**src/rtl/strobe_port_pkg.sv**
```systemverilog
package strobe_port_pkg;
  localparam int unsigned VBASE_LOC = 0;
  localparam int unsigned CTRL_LOC  = 1;
  localparam int unsigned CMD_LSB   = 3;
  localparam logic [2:0]  CMD_CLEAR_TOP = 3'b111;
endpackage

```
**src/rtl/strobe_edge_sync.sv**
```systemverilog
module strobe_edge_sync #(
  parameter int W = 3,
  parameter logic [W-1:0] IDLE = '1
) (
  input  logic         clk,
  input  logic         rst,
  input  logic [W-1:0] d,
  output logic [W-1:0] lvl,
  output logic [W-1:0] rise,
  output logic [W-1:0] fall
);
  logic [W-1:0] m1, m2, m3;

  always_ff @(posedge clk) begin
    if (rst) begin
      m1 <= IDLE;
      m2 <= IDLE;
      m3 <= IDLE;
    end else begin
      m1 <= d;
      m2 <= m1;
      m3 <= m2;
    end
  end

  assign lvl  = m2;
  assign rise = m2 & ~m3;
  assign fall = ~m2 & m3;
endmodule

```
**src/rtl/strobe_irq_prio.sv**
```systemverilog
module strobe_irq_prio #(
  parameter int SRC_N = 6,
  parameter int IDX_W = 3
) (
  input  logic             clk,
  input  logic             rst,
  input  logic [SRC_N-1:0] src,
  input  logic             set_en,
  input  logic             clr_top,
  input  logic             chain_in,
  input  logic             ack_open,
  output logic             any_pend,
  output logic [IDX_W-1:0] top_idx,
  output logic [SRC_N-1:0] ius,
  output logic             chain_out
);
  logic [SRC_N-1:0] blocked, pend, low_ius;

  always_comb begin
    logic acc;
    acc = 1'b0;
    for (int i = 0; i < SRC_N; i++) begin
      acc = acc | ius[i];
      blocked[i] = acc;
    end
  end

  assign pend     = src & ~blocked;
  assign any_pend = |pend;
  assign low_ius  = ius & (~ius + SRC_N'(1));

  always_comb begin
    top_idx = '0;
    for (int i = SRC_N - 1; i >= 0; i--) begin
      if (pend[i]) top_idx = IDX_W'(i);
    end
  end

  always_ff @(posedge clk) begin
    if (rst) begin
      ius       <= '0;
      chain_out <= 1'b0;
    end else begin
      if (set_en && any_pend) ius <= ius | (SRC_N'(1) << top_idx);
      else if (clr_top)       ius <= ius & ~low_ius;
      chain_out <= chain_in && !(|ius) && !(ack_open && any_pend);
    end
  end

  p_single_set_r7: assert property (@(posedge clk) disable iff (rst)
    $countones(ius & ~$past(ius)) <= 1);

  p_pend_blocked_r8: assert property (@(posedge clk) disable iff (rst)
    ius[0] |-> !any_pend);

  p_chain_blocked_r9: assert property (@(posedge clk) disable iff (rst)
    (|ius) |=> !chain_out);

  p_clear_one_r10: assert property (@(posedge clk) disable iff (rst)
    (clr_top && !set_en && (|ius)) |=> ($countones(ius) == $countones($past(ius)) - 1));
endmodule

```
**src/rtl/strobe_reg_bank.sv**
```systemverilog
module strobe_reg_bank
  import strobe_port_pkg::*;
#(
  parameter int DATA_W = 8,
  parameter int REGS   = 8,
  parameter int SRC_N  = 6,
  localparam int LOC_W = $clog2(REGS)
) (
  input  logic              clk,
  input  logic              rst,
  input  logic              wr_en,
  input  logic [LOC_W-1:0]  wr_idx,
  input  logic [DATA_W-1:0] wr_data,
  input  logic [LOC_W-1:0]  rd_idx,
  input  logic [SRC_N-1:0]  ius,
  output logic [DATA_W-1:0] rd_val,
  output logic [DATA_W-1:0] base,
  output logic              clr_top
);
  logic [DATA_W-1:0] mem [REGS];
  logic ctrl_hit;

  assign ctrl_hit = (wr_idx == LOC_W'(CTRL_LOC));

  always_ff @(posedge clk) begin
    if (rst) begin
      for (int i = 0; i < REGS; i++) mem[i] <= '0;
    end else if (wr_en && !ctrl_hit) begin
      mem[wr_idx] <= wr_data;
    end
  end

  assign clr_top = wr_en && ctrl_hit && (wr_data[CMD_LSB +: 3] == CMD_CLEAR_TOP);
  assign base    = mem[VBASE_LOC];

  always_comb begin
    if (rd_idx == LOC_W'(CTRL_LOC)) rd_val = {{(DATA_W-SRC_N){1'b0}}, ius};
    else                            rd_val = mem[rd_idx];
  end

  p_write_lands_r3: assert property (@(posedge clk) disable iff (rst)
    (wr_en && !ctrl_hit) |=> (mem[$past(wr_idx)] == $past(wr_data)));
endmodule

```
**src/rtl/strobe_host_port.sv**
```systemverilog
module strobe_host_port #(
  parameter int ADDR_W = 8,
  parameter int DATA_W = 8,
  parameter int SRC_N  = 6,
  parameter int REGS   = 8
) (
  input  logic              clk,
  input  logic              rst,
  input  logic              addr_strobe_n,
  input  logic              data_strobe_n,
  input  logic              dir_rd,
  input  logic              sel_early_n,
  input  logic              sel_late,
  input  logic              ack_in_n,
  input  logic              chain_in,
  input  logic [ADDR_W-1:0] bus_addr,
  input  logic [DATA_W-1:0] bus_wdata,
  input  logic [SRC_N-1:0]  irq_src,
  output logic [DATA_W-1:0] bus_rdata,
  output logic              bus_oe,
  output logic              chain_out
);
  localparam int LOC_W = $clog2(REGS);
  localparam int IDX_W = $clog2(SRC_N);
  localparam logic [DATA_W-1:0] IDX_MASK = DATA_W'(((1 << IDX_W) - 1) << 1);

  logic [2:0] s_lvl, s_rise, s_fall;
  logic as_rise, ds_fall, ds_rise, ds_low, dir_s, sync_unused;

  strobe_edge_sync #(.W(3), .IDLE(3'b111)) u_sync (
    .clk(clk), .rst(rst),
    .d({dir_rd, data_strobe_n, addr_strobe_n}),
    .lvl(s_lvl), .rise(s_rise), .fall(s_fall)
  );

  assign as_rise = s_rise[0];
  assign ds_fall = s_fall[1];
  assign ds_rise = s_rise[1];
  assign ds_low  = ~s_lvl[1];
  assign dir_s   = s_lvl[2];
  assign sync_unused = ^{s_lvl[0], s_fall[0], s_rise[2], s_fall[2]};

  logic [ADDR_W-1:0] lat_addr;
  logic lat_sel_n, lat_ack_n, cyc_open, cyc_wr;
  logic ack_mode, reg_sel, claim, wr_en, ack_open;
  logic any_pend, clr_top;
  logic [IDX_W-1:0]  top_idx;
  logic [SRC_N-1:0]  ius;
  logic [DATA_W-1:0] rd_val, base, vector;

  assign ack_mode = !lat_ack_n;
  assign reg_sel  = !lat_sel_n && (lat_addr[ADDR_W-1:LOC_W] == '0);
  assign ack_open = cyc_open && ack_mode;
  assign claim    = ds_fall && ack_open && chain_in && any_pend;
  assign wr_en    = ds_rise && cyc_open && !ack_mode && cyc_wr && reg_sel && sel_late;
  assign vector   = (base & ~IDX_MASK) | (DATA_W'(top_idx) << 1);

  always_ff @(posedge clk) begin
    if (rst) begin
      lat_addr  <= '0;
      lat_sel_n <= 1'b1;
      lat_ack_n <= 1'b1;
      cyc_open  <= 1'b0;
      cyc_wr    <= 1'b0;
      bus_oe    <= 1'b0;
      bus_rdata <= '0;
    end else begin
      if (as_rise) begin
        lat_addr  <= bus_addr;
        lat_sel_n <= sel_early_n;
        lat_ack_n <= ack_in_n;
        cyc_open  <= 1'b1;
        cyc_wr    <= 1'b0;
      end
      if (bus_oe && (!ds_low || (!ack_mode && !sel_late))) bus_oe <= 1'b0;
      if (ds_fall && cyc_open) begin
        if (ack_mode) begin
          if (claim) begin
            bus_rdata <= vector;
            bus_oe    <= 1'b1;
          end
        end else begin
          cyc_wr <= !dir_s;
          if (dir_s && reg_sel && sel_late) begin
            bus_rdata <= rd_val;
            bus_oe    <= 1'b1;
          end
        end
      end
      if (ds_rise) begin
        cyc_open <= 1'b0;
        cyc_wr   <= 1'b0;
      end
    end
  end

  strobe_reg_bank #(.DATA_W(DATA_W), .REGS(REGS), .SRC_N(SRC_N)) u_regs (
    .clk(clk), .rst(rst), .wr_en(wr_en),
    .wr_idx(lat_addr[LOC_W-1:0]), .wr_data(bus_wdata),
    .rd_idx(lat_addr[LOC_W-1:0]), .ius(ius),
    .rd_val(rd_val), .base(base), .clr_top(clr_top)
  );

  strobe_irq_prio #(.SRC_N(SRC_N), .IDX_W(IDX_W)) u_prio (
    .clk(clk), .rst(rst), .src(irq_src), .set_en(claim), .clr_top(clr_top),
    .chain_in(chain_in), .ack_open(ack_open), .any_pend(any_pend),
    .top_idx(top_idx), .ius(ius), .chain_out(chain_out)
  );

  p_latch_hold_r1: assert property (@(posedge clk) disable iff (rst)
    !as_rise |=> ($stable(lat_addr) && $stable(lat_ack_n) && $stable(lat_sel_n)));

  p_oe_start_r2: assert property (@(posedge clk) disable iff (rst)
    $rose(bus_oe) |-> $past(ds_fall));

  p_oe_end_r2: assert property (@(posedge clk) disable iff (rst)
    (bus_oe && ds_rise) |=> !bus_oe);

  p_claim_chain_r6: assert property (@(posedge clk) disable iff (rst)
    ($rose(bus_oe) && ack_mode) |-> $past(chain_in));
endmodule

```
**config.mk**
```make
export PLATFORM = sky130hd
export DESIGN_NAME = strobe_host_port
export DESIGN_NICKNAME = d
export VERILOG_FILES = /design/src/rtl/strobe_port_pkg.sv /design/src/rtl/strobe_edge_sync.sv /design/src/rtl/strobe_irq_prio.sv /design/src/rtl/strobe_reg_bank.sv /design/src/rtl/strobe_host_port.sv
export SDC_FILE = /design/constraint.sdc
export NUM_CORES = 1
export LEC_CHECK = 0
export BUFFER_PORTS_ARGS = -buffer_cell sky130_fd_sc_hd__buf_2
export CORE_AREA = 2 2 90 92
export CTS_BUF_LIST = sky130_fd_sc_hd__clkbuf_4 sky130_fd_sc_hd__clkbuf_8 sky130_fd_sc_hd__clkbuf_16
export CTS_CLUSTER_DIAMETER = 150
export CTS_CLUSTER_SIZE = 30
export DETAILED_ROUTE_END_ITERATION = 8
export DIE_AREA = 0 0 92 94
export PLACE_DENSITY_LB_ADDON = 0.2
export SETUP_SLACK_MARGIN = 0.02
export SYNTH_ARGS = -nofsm -noshare
export SYNTH_HDL_FRONTEND = slang
export SYNTH_SLANG_ARGS = --single-unit
export TNS_END_PERCENT = 30
```
**constraint.sdc**
```tcl
create_clock -name clk -period 6.4 [get_ports clk]
set_input_delay 0.96 -clock clk [delete_from_list [all_inputs] [get_ports clk]]
set_output_delay 0.96 -clock clk [all_outputs]
set_load 0.01 [all_outputs]
```
---- After elaboration in Yosys (flattened, before gate mapping) ----
Memories as Yosys holds them, arrays and structs flattened. A register that Yosys moved wholly into a read port is not among the register bits.
Cells that the tools add are included.
word-level totals
  bits in registers ....................... 36
  latch bits .............................. 0
  bits in writable memories ............... 64
  memory bits (read-only) ................. 0
  input bits .............................. 31
  memories ................................ 1
cells by class
  add/subtract/negate cells ............... 1
  multipliers ............................. 0
  divide/modulo/power cells ............... 0
  $lt $le $gt $ge ......................... 0
  equal/unequal tests ..................... 3
  shifts and indexed selects .............. 1
  mux-type cells .......................... 30
  bitwise logic cells ..................... 17
  reduce and logical (&&, ||, !) cells .... 38
memories
  name        words  width  read ports  clocked after Yosys merged registers in  write ports  line                   RTL
  u_regs.mem  8      8      2           1                                        8            strobe_reg_bank.sv:20  logic [DATA_W-1:0] mem [REGS];
operators by type and width
  cell                                             number
  two-way mux 8 bit                                5
  two-way mux 3 bit                                9
  logical AND 1 bit                                22
  AND 6 bit                                        3
  inverter 6 bit                                   3
  two-way mux 1 bit                                14
  two-way mux 6 bit                                2
  OR reduction 6 bit                               2
  bitwise OR 8 x 4 -> 8 bit                        1
  OR reduction 8 bit                               1
  logical NOT 1 bit                                7
  adder 6 x 1 -> 6 bit, second input constant      1
  bitwise OR 6 bit                                 1
  << shifter 1 x 3 -> 6 bit, first input constant  1
  logical NOT 5 bit                                1
  bitwise OR 1 bit                                 5
  AND 2 bit                                        2
  inverter 2 bit                                   2
  nonzero test 2 bit                               2
  == test 3 x 1 -> 1 bit, second input constant    1
  == test 3 bit, second input constant             1
  AND reduction 3 bit                              1
  != test 2 x 1 -> 1 bit, second input constant    1
  OR reduction 2 bit                               1
  logical OR 1 bit                                 1

---- Logic depth before layout (Yosys ltp) ----
Gate-level depths: netlist of the first run.
  depth after elaboration ................. 16
  depth in mapped cells ................... 7

---- By module ----
From an unflattened synthesis of the first run, not the netlist that was laid out.
second synthesis, totals
  cell total of the unflattened synthesis .. 334
  area total of the unflattened synthesis .. 4,349.2 um^2
by module, submodules not included
  module            instances  cells each  area an instance (um^2)  sequential area each (um^2)
  strobe_reg_bank   1          171         2,681.3                  1,681.6
  strobe_host_port  1          84          918.4                    420.4
  strobe_irq_prio   1          55          475.5                    140.1
  strobe_edge_sync  1          24          274.0                    180.2

---- Worst setup path before layout of the first run ----
OpenSTA, ideal clock, no wires.
  path kind ............................... input to register
  start point ............................. input sel_late
  end point ............................... memory u_regs.mem[3][0], enable pin
  arrival time ............................ 2.107 ns
  data required time ...................... 6.016 ns
  slack ................................... 3.909 ns
  stages on the path ...................... 4
  path buffers ............................ 0
  cells stage by stage .................... nand4bb_1 -> nor2b_1 -> o2111ai_1 -> o21ai_0
RTL lines
  item                line                    RTL
  start: declaration  strobe_host_port.sv:13  input logic sel_late,
  end: declaration    strobe_reg_bank.sv:20

==> results of run 1 <==
==> layer usage <==
metal / vias to the layer above / GRT usage [%] / routed length, µm
met3: 6 / 6.66 / 555
li1: 1548 / - / -
met4: 0 / 6.84 / 86
met1: 1477 / 31.1 / 4330
met2: 102 / 39.0 / 4650
met5: - / 0 / 0
==> worst paths after layout <==
| check | end | slack, ns | depth (start not counted) | startpoint |
|---|---|---|---|---|
| worst max-delay path | u_regs.mem[7][5] | 3.60 | 4 | lat_ack_n |
| worst min-delay path | u_sync.lvl[2] | 0.43 | 1 | u_sync.m1[2] |
| worst max register to register | u_regs.mem[7][5] | 3.60 | 4 | lat_ack_n |
| worst min register to register | u_sync.lvl[2] | 0.43 | 1 | u_sync.m1[2] |
==> flip-flops by register name, summed over array words and instances (netlist names), named ones only <==
| name | count |
|---|---|
| lat_addr | 8 |
| bus_rdata | 8 |
| u_regs.mem | 64 |
| u_sync.lvl | 3 |
| u_sync.m1 | 3 |
| cyc_wr | 1 |
| u_sync.m3 | 2 |
| lat_sel_n | 1 |
| u_prio.ius | 6 |
| cyc_open | 1 |
| bus_oe | 1 |
| lat_ack_n | 1 |
| u_prio.chain_out | 1 |
==> worst max-delay path, stage by stage (launching register included) <==
cell and delay, ns:
dfxtp_1 0.76, nand4bb_1 0.19, nor2b_1 0.23, o2111ai_1 0.26
o21ai_0 0.97
==> cells by family (layout without fill, tap and decap cells) <==
group	count (synthesis)	in the layout
flip-flops	103	103
buffers and inverters	24	59
AND/OR/NAND/NOR	165	165
multiplexers	31	31
AO/OA/AOI/OAI	82	82
other	1	8
==> stage by stage <==
step,cell area (µm²),util [%]
after floorplan,4780,-
after global placement,4960,65.2
after detailed placement,4960,65.2
after CTS,5170,68.0
after global routing,5170,68.0
final,5170,68.0
==> power by group through the flow <==
stage / logic, µW / registers (µW) / clock network [µW]
3_3_place_gp: 68.4 / 748 / 0
5_1_grt: 77.9 / 736 / 451
4_1_cts: 70.5 / 734 / 428
3_5_place_dp: 70.3 / 748 / 0
2_1_floorplan: 45.6 / 743 / 0
6_report: 71.1 / 734 / 418
==> final cells by class <==
class	count	area (µm²)	area share, %
tap	102	128	2.47
timing repair buffer	41	208	4.02
multi-input combinational	286	1910	37.0
clock buffer	9	124	2.39
sequential	103	2700	52.2
inverter	2	7.51	0.145
clock inverter	7	91.3	1.77
==> layout by cell type, fill, tap and decap left out, types with 9 or more instances in the layout <==
cell,count
nor2_1,15
nor2b_1,11
buf_2,40
nand2_1,28
and2_1,58
or2_2,9
mux2i_1,28
a21oi_1,21
o21ai_0,16
dfxtp_1,39
edfxtp_1,64
clkbuf_8,9
==> metrics.md, run 1 <==
| Metric | Value |
|---|---|
| Vias in the first global route | 2996 |
| Most frequent cells after synthesis | edfxtp_1, and2_1, dfxtp_1 |
| Switch share | between 20 and 30% |
| Tmin final | 2.80 ns |
| Pwr dens | between 200 and 250 mW/mm² |
| DRC viols | 0 |
| Clk_lat worst skew | between 0.3 and 0.4 ns |
| Fraction of layout cells with a size suffix above 1 | 19.2% |
| Vias | 3133 |
| GP Congestion | between 0.8 and 0.9 |
| Post-synthesis mux area share | approximately 7.1% |
| Die ar. | just under 0.009 mm² |
| Hold Buf Count CTS | 0 |
| Final wirelength | around 9600 µm |
| Detailed Place HPWL | a little under 7000 µm |
| Nets | approximately 470 |
| Clock Sink Count | 103 |
| Simple-Gate Fraction of Synth Area | around a fifth |
| Switching pwr | 310 µW |
| H-tree Lvls | 3 |
| Crit Path Category | reg -> reg |
| Total track usage | 23.7% |
| Post-synthesis compound-gate area fraction | between 10% and 20% |
| Max Cap Viol | 0 |
| Status | finished, final reports clean |
| Combinational power share | 5.8% |
| Worst Hold Margin | roughly 0.43 ns |
| Main area contributors after synthesis | edfxtp_1, dfxtp_1, and2_1 |
| Clk slew on worst S/H paths | 0.12 ns |
| Xor/xnor cell area share of the yosys netlist | 0% |
| Slew margin rel. | between 20% and 30% |
| Routed Antenna Nets | 0 |
| Peak supply drop | approximately 0.16 mV |
| Non-Filler Instances | between 500 and 600 |
| Total design power | 1220 µW |
| Initial antenna violation count | 0 |
| Largest net degree at the start of global routing | 39 |
| CTS Root Buffer Type | clkbuf_8 |
| Crit path arrival time | 2.79 ns |
| Resize count post-CTS | 0 |
| CTS Buf Count | 9 |
| Fmax | roughly 0.36 GHz |
| Final Hold Viols | 0 |
| Fin crit share | between 40% and 50% |
| Mean area per synthesized cell | around 12 µm² |
| Fill count | about 590 |
| Vias per cell | about 5.7 |
| Syn. warnings | 0 |
| Synth Flop Type | edfxtp_1 |
| Placed insts | around 530 |
| CTS tree | done |
| Starting density of the core | between 60 and 70% |
| Die X | ~92 µm |
| Final TNS setup | 0 ns |
| Adder-cell share of the synthesized area | 0% |
| Chip Height | about 94 µm |
| Worst path required time | approximately 6.4 ns |
| Port-buffer cells | 40 |
| Initial DRC count | 160 |
| # rows | 32 |
| Most frequent cell after synthesis | edfxtp_1 |
| Yosys top cell by area | edfxtp_1 |
| TritonRoute pass-1 iters | 4 |
| Leakage | 0.00190 µW |
| Post-synthesis cell area | about 0.0048 mm² |
| Final worst slack | between 3 and 4 ns |
| Startpoint types | flip-flop |
| Largest family of logic cells by synthesized area | simple AND/OR/NAND/NOR gates |
| Post-synth cell types | 66 |
| Synth Instances | approximately 400 |
| Sequential Power Share | 60.0% |
| Min-Delay Path Class | reg -> reg |
| Inserted Diodes | 0 |
| Post-CTS setup buffer count | 0 |
| Wire per inst | between 15 and 20 µm |
| Async SR Flop Fraction | 0% |
| Layout Skew | ~0.015 ns |
| Setup Viol. Count Final | 0 |
| Synthesis-stage register bit count | ~100 |
| Unrepaired setup endpoints after global routing | false |
| Worst Tran Pin Value | ~1.1 ns |
| Crit path max fanout | 21 |
| Pre-CTS setup slack | approximately 3.3 ns |
| P_int | between 900 and 1000 µW |
| Syn-to-layout area delta | 8.88% |
| Final Slew Violations | 0 |
| Worst Setup End Kind | flip-flop |
| Post-synth top area share | between 40% and 50% |
| Post-synth EDFFs | 64 |
| Clock share of power | roughly a third |
| Clk buf depth | 2 |
| # IOs | 41 |
| Core area | between 0.007 and 0.008 mm² |
| First-pass GRT wire length | between 15000 and 20000 µm |
| Post-synthesis sequential area ratio | approximately 57% |
| GRT Residual Overflow | 0 |
Note: power is estimated with default switching activity, not from simulation.
==> inputs of run 2 (changes only) <==
Settings changed: ABC_AREA set to 1, CORE_AREA 2 2 90 92 to 2 2 97 99, DIE_AREA 0 0 92 94 to 0 0 99 101.
Clock period 6.4 ns to 2.49 ns, I/O delays scaled along.
==> metrics.md, run 2 <==
| Metric | Value |
|---|---|
| Status | finished, final reports clean |
| Post-synthesis sequential area ratio | between 50 and 60% |
| Hold Buf Count CTS | 0 |
| Pwr dens | between 500 and 600 mW/mm² |
| Resize count post-CTS | 0 |
| GRT Residual Overflow | 0 |
| Fin crit share | a little over four fifths |
| Synth Flop Type | edfxtp_1 |
| Total track usage | between 20% and 30% |
| Crit Path Category | reg -> reg |
| Largest Register | u_regs.mem |
| Synth Instances | about 530 |
| Core area | roughly 0.009 mm² |
| Vias | between 3000 and 4000 |
| # rows | 35 |
| Setup Viol. Count Final | 0 |
| Chip Height | approximately 100 µm |
| Startpoint types | flip-flop |
| Worst Tran Pin Value | roughly 0.5 ns |
| Total design power | roughly 3100 µW |
| Clk buf depth | 2 |
| Syn. warnings | 0 |
| Most frequent cells in the layout | nor2_1, nand2_1, edfxtp_1 |
| Post-synth EDFFs | 64 |
| Most common cell after layout, fill and taps aside | nor2_1 |
| DRC viols | 0 |
| Post-synthesis cell area | between 0.004 and 0.005 mm² |
| Layout Skew | ~0.017 ns |
| Nets | a little over 600 |
| Fin area | approximately 0.0052 mm² |
| Most frequent cell after synthesis | nor2_1 |
| Max FFs per register | 64 |
| Yosys top cell by area | edfxtp_1 |
| Final wirelength | 10700 µm |
| Initial DRC count | roughly 450 |
| Final Slew Violations | 0 |
| CTS Root Buffer Type | clkbuf_8 |
| CTS Buf Count | 9 |
| GP Congestion | ~0.96 |
| Inserted Diodes | 0 |
| Detailed Place HPWL | 7860 µm |
| Placed Area | around 0.005 mm² |
| Post-CTS setup buffer count | 0 |
| # IOs | 41 |
| CTS tree | done |
| WHS Path Cells | 2 |
| Leakage | approximately 0.0022 µW |
| Syn-to-layout area delta | 11.5% |
| Mean area per synthesized cell | about 8.8 µm² |
| Clk_lat worst skew | between 0.3 and 0.4 ns |
| Wire per inst | between 15 and 20 µm |
| TritonRoute pass-1 iters | 5 |
| Min-Delay Path Class | in -> reg |
| Clk slew on worst S/H paths | 0.11 ns |
| Largest registers | u_regs.mem: 64 flops, bus_rdata: 8 flops, lat_addr: 8 flops |
| Synthesis-stage register bit count | slightly above 100 |
| Peak supply drop | 0.396 mV |
| Vias per cell | approximately 5.4 |
| Fmax | between 0.4 and 0.5 GHz |
| Starting density of the core | between 50 and 60% |
| Unrepaired setup endpoints after global routing | false |
| Worst path required time | roughly 2.6 ns |
| Final Hold Viols | 0 |
| Most frequent cells after synthesis | nor2_1, edfxtp_1, nand2_1 |
| Die X | 99 µm |
| Tmin final | approximately 2.1 ns |
| Async SR Flop Fraction | 0% |
| Worst Setup End Kind | flip-flop |
| H-tree Lvls | 3 |
| Post-synth cell types | 32 |
| Port-buffer cells | 40 |
| Die ar. | between 0.009 and 0.01 mm² |
| Final TNS setup | 0 ns |
| Vias in the first global route | approximately 3400 |
| First-pass GRT wire length | about 17000 µm |
| Worst Hold Margin | about 0.16 ns |
| Post-synth top area share | 41.2% |
| Largest net degree at the start of global routing | 34 |
| Reg2Reg Depth | 6 |
| Crit path max fanout | 10 |
| Main area contributors after synthesis | edfxtp_1, dfxtp_1, nor2_1 |
| Crit path arrival time | approximately 2.2 ns |
| Routed Antenna Nets | 0 |
| Max Cap Viol | 0 |
| Fraction of layout cells with a size suffix above 1 | 15.2% |
| Clock Sink Count | slightly above 100 |
| Slew margin rel. | 66.6% |
| Initial antenna violation count | 0 |
[run 2: changes by cell type in the layout (fill, tap and decap cells not counted), sizes merged, moves of 8 or more]
cell	previous run	this run
mux2i	28	0
buf	41	50
nor2b	11	0
nand3	9	29
inv	7	46
nor2	16	151
o21ai	17	49
nand2	28	68
and2	59	0
o211ai	4	12
[run 2: area by class of cell]
type | count | area [µm²]
fillers | 826 | 3770
well taps | 111 | 139
clock inverters | 7 | 61.3
repair buffers | 50 | 275
inverters | 45 | 169
flip-flops and latches | 103 | 2700
clock buffers | 9 | 124
multi-input cells | 371 | 1730
[run 2: power by group]
part	leakage (µW)	internal [µW]	total [µW]	switching [µW]
clock	0.0000971	385	1010	620
combinational	0.00118	71.6	232	160
sequential	0.000974	1860	1890	24.3
total	0.00225	2320	3120	804
[run 2: metrics by stage]
| step | util, % | worst slack (ns) | cells |
|---|---|---|---|
| after floorplan | - | 0.306 | 539 |
| after global placement | 55.9 | 0.479 | 680 |
| after detailed placement | 55.9 | 0.416 | 680 |
| after CTS | 58.0 | 0.377 | 696 |
| after global routing | 58.0 | 0.213 | 696 |
| final | 58.0 | 0.383 | 696 |
[run 2: final timing paths]
path | from | end | slack, ns
setup reg to reg | lat_ack_n | u_regs.mem[4][6] | 0.38
setup / recovery | lat_ack_n | u_regs.mem[4][6] | 0.38
hold reg to reg | u_sync.m1[0] | u_sync.lvl[0] | 0.43
hold / removal | data_strobe_n | u_sync.m1[1] | 0.16
[run 2: cell families after synthesis]
family | count (synthesis) | synth area share, %
and+or+nand+nor | 274 | 26.0
DFF | 103 | 57.9
AOI/OAI and AO/OA | 89 | 10.5
buffers and inverters | 65 | 5.55
other | 1 | 0.0803
[run 2: per-layer routing]
metal | track usage (%) | routed length (µm) | share of wire (%)
met5 | 0 | 0 | 0
met4 | 9.48 | 244 | 2.3
met3 | 3.74 | 734 | 6.8
met2 | 35.0 | 4890 | 46
met1 | 31.4 | 4860 | 45
[run 2: critical path: stages, from the launching register on]
cell and delay (ns):
dfxtp_1 0.54, inv_1 0.10, nor3_1 0.25, nand2_1 0.10
inv_2 0.19, nand4_2 0.26, nand2_1 0.34
==> inputs of run 3 (changes only) <==
Settings changed: CORE_AREA 2 2 97 99 to 2 2 92 94, DIE_AREA 0 0 99 101 to 0 0 94 96.
Clock period 2.49 ns to 2.1 ns, I/O delays scaled along.
==> metrics.md, run 3 (synthesis gave the netlist of run 2 again) <==
| Metric | Value |
|---|---|
| Status | finished, final reports clean |
| Clock Sink Count | between 100 and 150 |
| Tmin final | 1.92 ns |
| Leakage | ~0.0023 µW |
| Most common cell type on the critical path | nand2_1 |
| Die X | roughly 94 µm |
| Peak supply drop | 0.480 mV |
| Min-Delay Path Class | in -> reg |
| Critical path's largest stage delay | ~0.38 ns |
| Non-Filler Instances | 697 |
| Crit path max-delay family | simple AND/OR/NAND/NOR gates |
| Fraction of layout cells with a size suffix above 1 | 16.4% |
| Chip Height | between 90 and 100 µm |
| Wire per inst | 16.2 µm |
| Pwr dens | between 700 and 800 mW/mm² |
| Layout Skew | about 0.0094 ns |
| Most frequent cells in the layout | nor2_1, edfxtp_1, nand2_1 |
| Total design power | between 3000 and 4000 µW |
| CTS tree | done |
| First-pass GRT wire length | between 15000 and 20000 µm |
| Crit Path Category | reg -> reg |
| Initial DRC count | 343 |
| Placed Area | around 0.005 mm² |
| Vias in the first global route | ~3500 |
| CTS Buf Count | 9 |
| Crit path arrival time | 1.97 ns |
| Final Slew Violations | 0 |
| Clk buf depth | 2 |
| DRC viols | 0 |
| Max Cap Viol | 0 |
| Detailed Place HPWL | between 8000 and 9000 µm |
| Slowest cell on the critical path | dfxtp_1 |
| Fmax | roughly 0.52 GHz |
| Clk_lat worst skew | between 0.3 and 0.4 ns |
| Most common cell after layout, fill and taps aside | nor2_1 |
| Worst path required time | 2.15 ns |
| Final worst slack | between 0.15 and 0.2 ns |
| Worst path cell trace | nor2_1 > nand2_1 > inv_1 > nor2_2 > nand4_2 > nand2_1 |
| GP Congestion | around 0.98 |
| Syn-to-layout area delta | 12.5% |
| Fin area | 0.00526 mm² |
| Worst Setup End Kind | flip-flop |
| Startpoint types | flip-flop |
| GRT Residual Overflow | 0 |
| # IOs | 41 |
| Clk slew on worst S/H paths | about 0.1 ns |
| Crit path max fanout | 8 |
| Post-CTS setup buffer count | 0 |
| Pre-CTS setup slack | about 0.23 ns |
| CTS Root Buffer Type | clkbuf_8 |
| Core area | between 0.008 and 0.009 mm² |
| Vias per cell | around 5.6 |
| H-tree Lvls | 3 |
| # rows | 33 |
| Buffers & Inverters on Critical Path | 1 |
| Setup Viol. Count Final | 0 |
| Routed Antenna Nets | 0 |
| TritonRoute pass-1 iters | 5 |
| Largest registers | u_regs.mem: 64 flops, bus_rdata: 8 flops, lat_addr: 8 flops |
| Max FFs per register | 64 |
| Nets | roughly 620 |
| Placed insts | just under 700 |
| Largest Register | u_regs.mem |
| Inserted Diodes | 0 |
| Largest net degree at the start of global routing | 32 |
| Final Hold Viols | 0 |
| Die ar. | roughly 0.009 mm² |
| Vias | ~4000 |
| Fin crit share | 91.5% |
| Unrepaired setup endpoints after global routing | false |
| Starting density of the core | just under 60% |
| Port-buffer cells | 40 |
| Final TNS setup | 0 ns |
| Total track usage | a little over a quarter |
| Final wirelength | 11300 µm |
| Initial antenna violation count | 0 |
[run 3: layout make-up]
type	count	area, µm²
Clock buffer	9	124
Timing Repair Buffer	57	328
Sequential cell	103	2700
Fill cell	683	2800
Inverter	45	169
Clock inverter	7	63.8
Tap cell	105	131
Multi-Input combinational cell	371	1740
[run 3: worst paths after layout]
| path | start | to | slack, ns | cells after the start |
|---|---|---|---|---|
| max | lat_addr[1] | u_regs.mem[7][3] | 0.18 | 6 |
| min reg2reg | u_sync.m1[1] | u_sync.lvl[1] | 0.42 | 1 |
| min | data_strobe_n | u_sync.m1[1] | 0.12 | 2 |
| max reg2reg | lat_addr[1] | u_regs.mem[7][3] | 0.18 | 6 |
[run 3: report_power, final]
group	switching (µW)	internal (µW)
Clock	749	459
Sequential	27.6	2210
Combinational	195	85.6
Total	971	2750
[run 3: repair_timing]
item                       4_1_cts  5_1_grt
setup endpoints to repair        0        8
hold buffers                     0        0
resized for setup                0        1
[run 3: layer usage]
| layer | global-route usage, % | wire length [µm] |
|---|---|---|
| met5 | 0 | 0 |
| met4 | 10.4 | 227 |
| met3 | 4.46 | 1030 |
| met2 | 39.5 | 5120 |
| met1 | 39.1 | 4890 |
[run 3: stage by stage]
stage               utilization [%]  hold slack [ns]
CTS                            65.2            0.102
floorplan                         -            0.389
global route                   65.3            0.107
finish                         65.3            0.118
global placement               62.9            0.391
detailed placement             62.9            0.398
